--- src/rtl/hart_sleep_pkg.sv ---
package hart_sleep_pkg;

  typedef enum logic [1:0] {
    ST_RUN   = 2'd0,
    ST_SLEEP = 2'd1,
    ST_WAKE  = 2'd2
  } sleepState_e;

  // requests decoded by the datapath
  typedef struct packed {
    logic blockReq;
    logic wfiReq;
    logic unblockReq;
  } sleepReqs_t;

  // strobes driven by control into the datapath
  typedef struct packed {
    logic consumeBlock;
    logic eatUnblock;
    logic blocked;
  } ctlStrobes_t;

  localparam logic [31:0] HINT_BLOCK   = 32'h0000_2033;
  localparam logic [31:0] HINT_UNBLOCK = 32'h0010_2033;
  localparam logic [31:0] INSN_WFI     = 32'h1050_0073;

  localparam int BIT_UNBLK = 0;
  localparam int BIT_BLOCK = 1;
  localparam int BIT_DEEP  = 2;

endpackage

--- src/rtl/hart_sleep_dp.sv ---
module hart_sleep_dp
  import hart_sleep_pkg::*;
#(
  parameter int XLEN = 32,
  parameter int ADDR_W = 12,
  parameter logic [ADDR_W-1:0] MSLEEP_ADDR = 12'hbf0,
  parameter logic [ADDR_W-1:0] USLEEP_ADDR = 12'h8f0
) (
  input  logic              clk,
  input  logic              rstN,
  input  logic              csrEn,
  input  logic              csrWr,
  input  logic [ADDR_W-1:0] csrAddr,
  input  logic [XLEN-1:0]   csrWdata,
  output logic [XLEN-1:0]   csrRdata,
  output logic              csrIllegal,
  input  logic              privM,
  input  logic              twBit,
  input  logic              instrValid,
  input  logic [31:0]       instrWord,
  output logic              instrIllegal,
  input  logic              unblockIn,
  input  ctlStrobes_t       strobes,
  output sleepReqs_t        reqs,
  output logic              pendFlag,
  output logic              deepBit,
  output logic              unblockOut
);

  logic hitM, hitU, badM, badU, csrOk, wrOk;
  logic isBlk, isUnb, isWfi, hintTrap, instrOk;
  logic unusedWdata;

  assign unusedWdata = ^csrWdata[XLEN-1:BIT_DEEP+1];

  assign hitM = csrEn && (csrAddr == MSLEEP_ADDR);
  assign hitU = csrEn && (csrAddr == USLEEP_ADDR);
  assign badM = hitM && !privM;
  assign badU = hitU && !privM && twBit;
  assign csrIllegal = badM || badU;
  assign csrOk = (hitM && !badM) || (hitU && !badU);
  assign wrOk = csrOk && csrWr;

  assign isBlk = instrWord == HINT_BLOCK;
  assign isUnb = instrWord == HINT_UNBLOCK;
  assign isWfi = instrWord == INSN_WFI;
  assign hintTrap = instrValid && (isBlk || isUnb || isWfi) && !privM && twBit;
  assign instrIllegal = hintTrap;
  assign instrOk = instrValid && !hintTrap;

  assign reqs.blockReq   = (wrOk && csrWdata[BIT_BLOCK]) || (instrOk && isBlk);
  assign reqs.unblockReq = (wrOk && csrWdata[BIT_UNBLK]) || (instrOk && isUnb);
  assign reqs.wfiReq     = instrOk && isWfi;

  always_ff @(posedge clk or negedge rstN) begin
    if (!rstN) begin
      deepBit <= 1'b0;
      pendFlag <= 1'b0;
      unblockOut <= 1'b0;
    end else begin
      if (wrOk && hitM) deepBit <= csrWdata[BIT_DEEP];
      unblockOut <= reqs.unblockReq;
      if (strobes.consumeBlock) pendFlag <= 1'b0;
      else if (unblockIn && !strobes.eatUnblock) pendFlag <= 1'b1;
    end
  end

  always_comb begin
    csrRdata = '0;
    if (csrOk) begin
      csrRdata[BIT_BLOCK] = strobes.blocked;
      if (hitM) csrRdata[BIT_DEEP] = deepBit;
    end
  end

endmodule

--- src/rtl/hart_sleep_ctrl.sv ---
module hart_sleep_ctrl
  import hart_sleep_pkg::*;
(
  input  logic        clk,
  input  logic        rstN,
  input  sleepReqs_t  reqs,
  input  logic        pendFlag,
  input  logic        deepBit,
  input  logic        unblockIn,
  input  logic        irqPending,
  input  logic        clkAck,
  output ctlStrobes_t strobes,
  output logic        stall,
  output logic        clkReq
);

  sleepState_e state, stateNext;
  logic blockMode, deepMode;
  logic pendEff, wakeNow;

  assign pendEff = pendFlag || unblockIn;
  assign wakeNow = irqPending || (blockMode && unblockIn);

  always_comb begin
    stateNext = state;
    strobes = '0;
    strobes.blocked = blockMode && (state != ST_RUN);
    case (state)
      ST_RUN: begin
        if (reqs.blockReq) begin
          strobes.consumeBlock = 1'b1;
          if (!pendEff && !irqPending) stateNext = ST_SLEEP;
        end else if (reqs.wfiReq) begin
          if (!irqPending) stateNext = ST_SLEEP;
        end
      end
      ST_SLEEP: begin
        strobes.eatUnblock = blockMode && unblockIn;
        if (wakeNow) stateNext = deepMode ? ST_WAKE : ST_RUN;
      end
      ST_WAKE: begin
        if (clkAck) stateNext = ST_RUN;
      end
      default: stateNext = ST_RUN;
    endcase
  end

  always_ff @(posedge clk or negedge rstN) begin
    if (!rstN) begin
      state <= ST_RUN;
      blockMode <= 1'b0;
      deepMode <= 1'b0;
    end else begin
      state <= stateNext;
      if (state == ST_RUN && stateNext == ST_SLEEP) begin
        blockMode <= reqs.blockReq;
        deepMode <= deepBit;
      end else if (stateNext == ST_RUN) begin
        blockMode <= 1'b0;
      end
    end
  end

  assign stall = state != ST_RUN;
  assign clkReq = !(state == ST_SLEEP && deepMode);

endmodule

--- src/rtl/hart_sleep_ctl.sv ---
module hart_sleep_ctl
  import hart_sleep_pkg::*;
#(
  parameter int XLEN = 32,
  parameter int ADDR_W = 12,
  parameter logic [ADDR_W-1:0] MSLEEP_ADDR = 12'hbf0,
  parameter logic [ADDR_W-1:0] USLEEP_ADDR = 12'h8f0
) (
  input  logic              clk,
  input  logic              rstN,
  input  logic              csrEn,
  input  logic              csrWr,
  input  logic [ADDR_W-1:0] csrAddr,
  input  logic [XLEN-1:0]   csrWdata,
  output logic [XLEN-1:0]   csrRdata,
  output logic              csrIllegal,
  input  logic              privM,
  input  logic              twBit,
  input  logic              instrValid,
  input  logic [31:0]       instrWord,
  output logic              instrIllegal,
  input  logic              irqPending,
  input  logic              unblockIn,
  output logic              unblockOut,
  output logic              clkReq,
  input  logic              clkAck,
  output logic              stall
);

  sleepReqs_t  reqs;
  ctlStrobes_t strobes;
  logic pendFlag, deepBit;

  hart_sleep_dp #(
    .XLEN(XLEN), .ADDR_W(ADDR_W),
    .MSLEEP_ADDR(MSLEEP_ADDR), .USLEEP_ADDR(USLEEP_ADDR)
  ) u_dp (
    .clk(clk), .rstN(rstN),
    .csrEn(csrEn), .csrWr(csrWr), .csrAddr(csrAddr), .csrWdata(csrWdata),
    .csrRdata(csrRdata), .csrIllegal(csrIllegal),
    .privM(privM), .twBit(twBit),
    .instrValid(instrValid), .instrWord(instrWord), .instrIllegal(instrIllegal),
    .unblockIn(unblockIn), .strobes(strobes), .reqs(reqs),
    .pendFlag(pendFlag), .deepBit(deepBit), .unblockOut(unblockOut)
  );

  hart_sleep_ctrl u_ctrl (
    .clk(clk), .rstN(rstN), .reqs(reqs), .pendFlag(pendFlag), .deepBit(deepBit),
    .unblockIn(unblockIn), .irqPending(irqPending), .clkAck(clkAck),
    .strobes(strobes), .stall(stall), .clkReq(clkReq)
  );

endmodule

--- config.mk ---
export PLATFORM = sky130hd
export DESIGN_NAME = hart_sleep_ctl
export DESIGN_NICKNAME = d
export VERILOG_FILES = /design/src/rtl/hart_sleep_pkg.sv /design/src/rtl/hart_sleep_dp.sv /design/src/rtl/hart_sleep_ctrl.sv /design/src/rtl/hart_sleep_ctl.sv
export SDC_FILE = /design/constraint.sdc
export NUM_CORES = 1
export LEC_CHECK = 0
export ABC_AREA = 1
export CORE_AREA = 2 2 48 50
export CTS_CLUSTER_DIAMETER = 50
export DETAILED_ROUTE_END_ITERATION = 6
export DIE_AREA = 0 0 50 52
export DONT_BUFFER_PORTS = 1
export PLACE_DENSITY = 0.68
export SYNTH_ARGS = -nofsm -noshare
export SYNTH_HDL_FRONTEND = slang
export SYNTH_SLANG_ARGS = --single-unit
--- constraint.sdc ---
create_clock -name clk -period 1.1 [get_ports clk]
set_clock_uncertainty 0.05 [all_clocks]
set_input_delay 0.22 -clock clk [delete_from_list [all_inputs] [get_ports clk]]
set_output_delay 0.22 -clock clk [all_outputs]
set_load 0.01 [all_outputs]
* Word-level counts from Yosys, hierarchy flattened
Index checks and enable logic that the tools add are counted.
** Word-level totals
- Input port bits :: 86
- Bits in registers :: 7
- Logic and storage cells :: 76
- Output and inout bits :: 37
** Operators by class
- Reduce and logical (&&, ||, !) cells :: 45
- Multiplexer cells :: 17
- Equal/unequal tests :: 8
** Operators with widths (number)
- $eq A32 B14 Y1 const B :: 1
- $eq A32 B21 Y1 const B :: 1
- $eq A32 B29 Y1 const B :: 1
- $eq A12 B12 Y1 const B :: 2
- $logic_and A1 B1 Y1 :: 24
- $mux W2 :: 8
- $logic_not A1 Y1 :: 8
- $logic_or A1 B1 Y1 :: 8
- $mux W1 :: 8
- $pmux W2 S3 :: 1
- $reduce_bool A2 Y1 :: 3
- $eq A2 B1 Y1 const B :: 2
- $logic_not A2 Y1 :: 2
- $eq A2 B2 Y1 const B :: 1

* Depth between registers and ports, before layout
- Depth after elaboration :: 15
- Mapped depth :: 14

* Modules after synthesis
From an unflattened synthesis, not the netlist that was laid out.
** Second synthesis, totals
- Cell total of the unflattened synthesis :: 203
- Area, all modules :: 1154.9 µm²
** By module, submodules not included
- hart_sleep_dp :: sequential area each 75.1 µm², cells an instance 166, instances 1, area each 887.1 µm²
- hart_sleep_ctrl :: sequential area each 100.1 µm², cells an instance 37, instances 1, area each 267.8 µm²

* Worst setup path before layout
Ideal clock, no wire load.
- Path kind :: input-to-reg
- From :: input instrWord[8]
- To :: register u_ctrl.deepMode
- Setup slack :: -0.220 ns
- Library setup time :: 0.117 ns
- Required time :: 0.933 ns
- Path buffers :: 0
- Arrival :: 1.153 ns
- Stages on the path :: 14
- Path through :: inv_1 nand2_1 nor2_1 nand2_1 nor2_2 nand2_1 inv_1 o211ai_1 nand2_2 nand2_1 o21ai_2 nand2_2 nand2_1 nand2_1
** Between the ends
- Cells in the longest elaborated chain, start to end :: 14
** RTL lines
- start, declared :: RTL line hart_sleep_ctl.sv:20 : input logic [31:0] instrWord,
- $eq A32 B14 Y1 or $eq A32 B21 Y1 (tied branches) :: RTL line hart_sleep_dp.sv:44, hart_sleep_dp.sv:45
- $logic_or A1 B1 Y1 (2 in series) :: RTL line hart_sleep_dp.sv:47 : assign hintTrap = instrValid && (isBlk || isUnb || isWfi) && !privM && twBit;
- $logic_and A1 B1 Y1 (3 in series) :: RTL line hart_sleep_dp.sv:47
- $logic_not A1 Y1 :: RTL line hart_sleep_dp.sv:49 : assign instrOk = instrValid && !hintTrap;
- $logic_and A1 B1 Y1 :: RTL line hart_sleep_dp.sv:49
- $logic_and A1 B1 Y1, on equally long branches :: RTL line hart_sleep_dp.sv:53, hart_sleep_dp.sv:51
- $mux W2 or $logic_or A1 B1 Y1 (tied branches) :: RTL line hart_sleep_ctrl.sv:33, hart_sleep_dp.sv:51
- $mux W2 (*) :: RTL line hart_sleep_ctrl.sv:30 : if (reqs.blockReq) begin
- $pmux W2 S3 (*) :: RTL line hart_sleep_ctrl.sv:28 : case (state)
- $eq A2 B1 Y1 (*) :: RTL line hart_sleep_ctrl.sv:55 : if (state == ST_RUN && stateNext == ST_SLEEP) begin
- $logic_and A1 B1 Y1 (*) :: RTL line hart_sleep_ctrl.sv:55
- end signal, assigned :: RTL line hart_sleep_ctrl.sv:57 : deepMode <= deepBit;
- end, declared :: RTL line hart_sleep_ctrl.sv:18 : logic blockMode, deepMode;
Mark *: on every way between the ends. The rest lies on a longest branch, timed or not.
A chain may end at the register's enable or synchronous reset.

* Final worst setup path
- From :: register u_ctrl.state[1]
- To :: output clkReq
** Between the ends
- Cells in the longest elaborated chain, start to end :: 3
** RTL lines
- start, declared :: RTL line hart_sleep_ctrl.sv:17 : sleepState_e state, stateNext;
- start signal, assigned :: RTL line hart_sleep_ctrl.sv:54 : state <= stateNext;
- $eq A2 B1 Y1 :: RTL line hart_sleep_ctrl.sv:65 : assign clkReq = !(state == ST_SLEEP && deepMode);
- $logic_and A1 B1 Y1 :: RTL line hart_sleep_ctrl.sv:65
- $logic_not A1 Y1 :: RTL line hart_sleep_ctrl.sv:65
- end, declared :: RTL line hart_sleep_ctl.sv:25 : output logic clkReq,
No other way between the ends.

==> out/metrics.csv <==
metric,value,unit
status,finished with violations,
failing checks,negative setup slack,
post-DP HPWL,1780,um
fillcell total,159,
post-synthesis compound-gate area fraction,6.39,%
Initial DRC Count,10,
std cell rows,17,
Hold WS,0.0767,ns
post-synthesis cell type count,24,
port bufs,0,
initial cell density of the core,49.3,%
number of synthesized register bits,7,
worst hold path type,input port to flip-flop,
core region area,0.00211,mm2
root buffer cell,clkbuf_4,
worst hold start,csrWdata[2],
asr flop ratio synth,100,%
I/O pins,123,
via count,1101,
static leakage power,0.752,nW
CTS clock-pin slew for the worst setup and hold paths,0.05,ns
grt met2 use,39.5,%
FMAX,759,MHz
final core utilization,72.8,%
TritonCTS clock tree,built,
mapped cell area,0.00104,mm2
arrival time worst endpoint,1.05,ns
ratio of cells with drive above 1 in the final layout,60.3,%
crit path time final,1.32,ns
max-cap violation count,0,
worst r2r path cells,7,
CP startpoint kind,flip-flop,
number of flops mapped to enable cells by yosys,0,
XOR/XNOR Fraction of Synth Area,0,%
Worst-Skew Late Latency,0.26,ns
Vias/cell,4.65,
Hold Crit Depth,2,
H-tree depth,1,
global-route usage over all layers,18.3,%
top post-synthesis cells by area,"buf_4, dfrtp_1, nand2_1",
P per Cell Area,451,mW/mm2
Final #Nets,296,
final slew viol count,0,
largest net degree at the start of global routing,8,
"Most Used Layer, Global Route",met2,
Die Y,52,um
critical path class,flip-flop to primary output,
final WL,2690,um
Area Growth Syn to Fin,47.7,%
worst hold path endpoint,u_dp.deepBit,
DRC,0,
# clock sinks,7,
met1 Use GR,16.7,%
vias in the first global route,996,
TritonCTS Buffers,3,
reg-to-reg endpoint,u_ctrl.blockMode,
required time worst endpoint,0.83,ns
Worst Setup End Kind,primary output,
Avg Inst Size Synth,5.77,um2
maximum VDD drop,0.402,mV
gpl congestion,0.704,
M3 GR Usage,2.30,%
largest family of logic cells by synthesized area,simple AND/OR/NAND/NOR gates,
"setup slack, reg-to-reg",-0.12,ns
DRT Pass-1 Iters,6,
Diodes inserted,0,
Setup WS pre-CTS,-0.329,ns
Synth top area share,21.7,%
global-route wire length before repair,3710,um
worst-path maximum fanout,3,
placed standard-cell area,0.00107,mm2
RSZ-0062 raised after global routing,true,
Synth Area in Simple Gates,41.7,%
post-synthesis mux area share,0,%
R2R Path Start,u_ctrl.state[0],
Design Power,0.000692,W
commonest register cell after synthesis,dfrtp_1,
clock buffer depth,2,
"Hold Vio Cnt, Final",0,
DIE AREA,0.00260,mm2
Final setup viols,10,
die outline width,50,um
ANT nets after route,0,
Syn. warnings,0,
post-synth top area cell,buf_4,
slack of the critical path,-0.218,ns
Syn Inst Count,180,
post-synthesis adder-cell area fraction,0,%
design area,0.00153,mm2
Wirelength per Cell,11.4,um
"Seq/Total Area, Yosys",16.9,%
Overflow after GRT,0,
final worst-path cycle share,120,%
initial antenna violation count,0,
## state kept, by name, indices dropped and copies added (netlist names)
| signal | count |
|---|---|
| u_dp.deepBit | 1 |
| u_ctrl.deepMode | 1 |
| u_ctrl.state | 2 |
| u_dp.unblockOut | 1 |
| u_dp.pendFlag | 1 |
| u_ctrl.blockMode | 1 |
## repair_timing
action                                  CTS  global route
pin swaps                                28            44
resized for setup                        45            76
hold buffers                              1             0
hold endpoints to repair                  7             0
setup buffers                            15             3
endpoints found under the setup margin    9            12
gates cloned                              0             0
## placed cells by master, fill, tap and decap left out, drive strengths merged
cell type    count
o21ai            5
a21oi            3
buf             25
nor4             1
clkbuf           4
nand4            1
inv             35
dfrtp            7
a211oi           1
nor3             4
nor3b            1
dlygate4sd3      1
nand3           10
clkinv           1
nor2            29
nand3b           1
o211ai           2
conb            30
nand2           46
and2             1
or2              1
## metal layers
layer  vias up  share of wire, %
met2        64                59
li1        541                 -
met3         7               6.9
met1       489                33
met4         0               1.9
met5         -                 0
## Yosys cell counts, types with 2 or more instances
cell type	count
nand3_2	2
buf_4	30
nand2_1	43
nor2_1	24
nor2_2	4
inv_2	2
a21oi_1	3
dfrtp_1	7
nand2_2	3
nor3_1	4
inv_1	34
o211ai_1	2
nand3_1	8
o21ai_0	4
## layout make-up
class	instances	area, um2	area share (%)
multi-input cells	136	908	59.2
repair buffers	26	213	13.9
flip-flops and latches	7	176	11.5
inverters	36	175	11.4
well taps	28	35.0	2.28
clock buffers	4	26.3	1.71
## cells by family (layout without fill, tap and decap cells)
logic type             after synthesis  count (layout)
and+or+nand+nor                     95              95
other                                1              30
DFF                                  7               7
buffers and inverters               66              66
AOI/OAI and AO/OA                   11              11
## power breakdown
part	leakage [nW]	internal [W]	switching, W	total [W]
registers	0.0857	0.000258	0.00000000503	0.000258
logic	0.651	0.0000708	0.000130	0.000201
clock network	0.0150	0.000138	0.0000948	0.000233
## critical path, stage by stage, from the launching register on
cell and delay, ns:
dfrtp_2 0.44, nor2_4 0.14, nand2_2 0.08, buf_6 0.12
## per-stage QoR
step	cells	TNS, ns
finish	237	-1.13
global route	237	-1.72
CTS	237	-0.934
detailed placement	218	-1.97
global placement	218	-1.66
floorplan	209	-0.942
## how the worst max path moves through the flow
stage                                 end  cells past startpoint             from
after global routing               clkReq                      3  u_ctrl.state[1]
after floorplan           u_ctrl.deepMode                     13    instrWord[27]
after detailed placement  u_ctrl.deepMode                     13    instrWord[27]
after global placement    u_ctrl.deepMode                     14    instrWord[11]
final                              clkReq                      3  u_ctrl.state[1]
after CTS                     csrRdata[1]                      3  u_ctrl.state[0]
(Power assumes the default switching activity.)
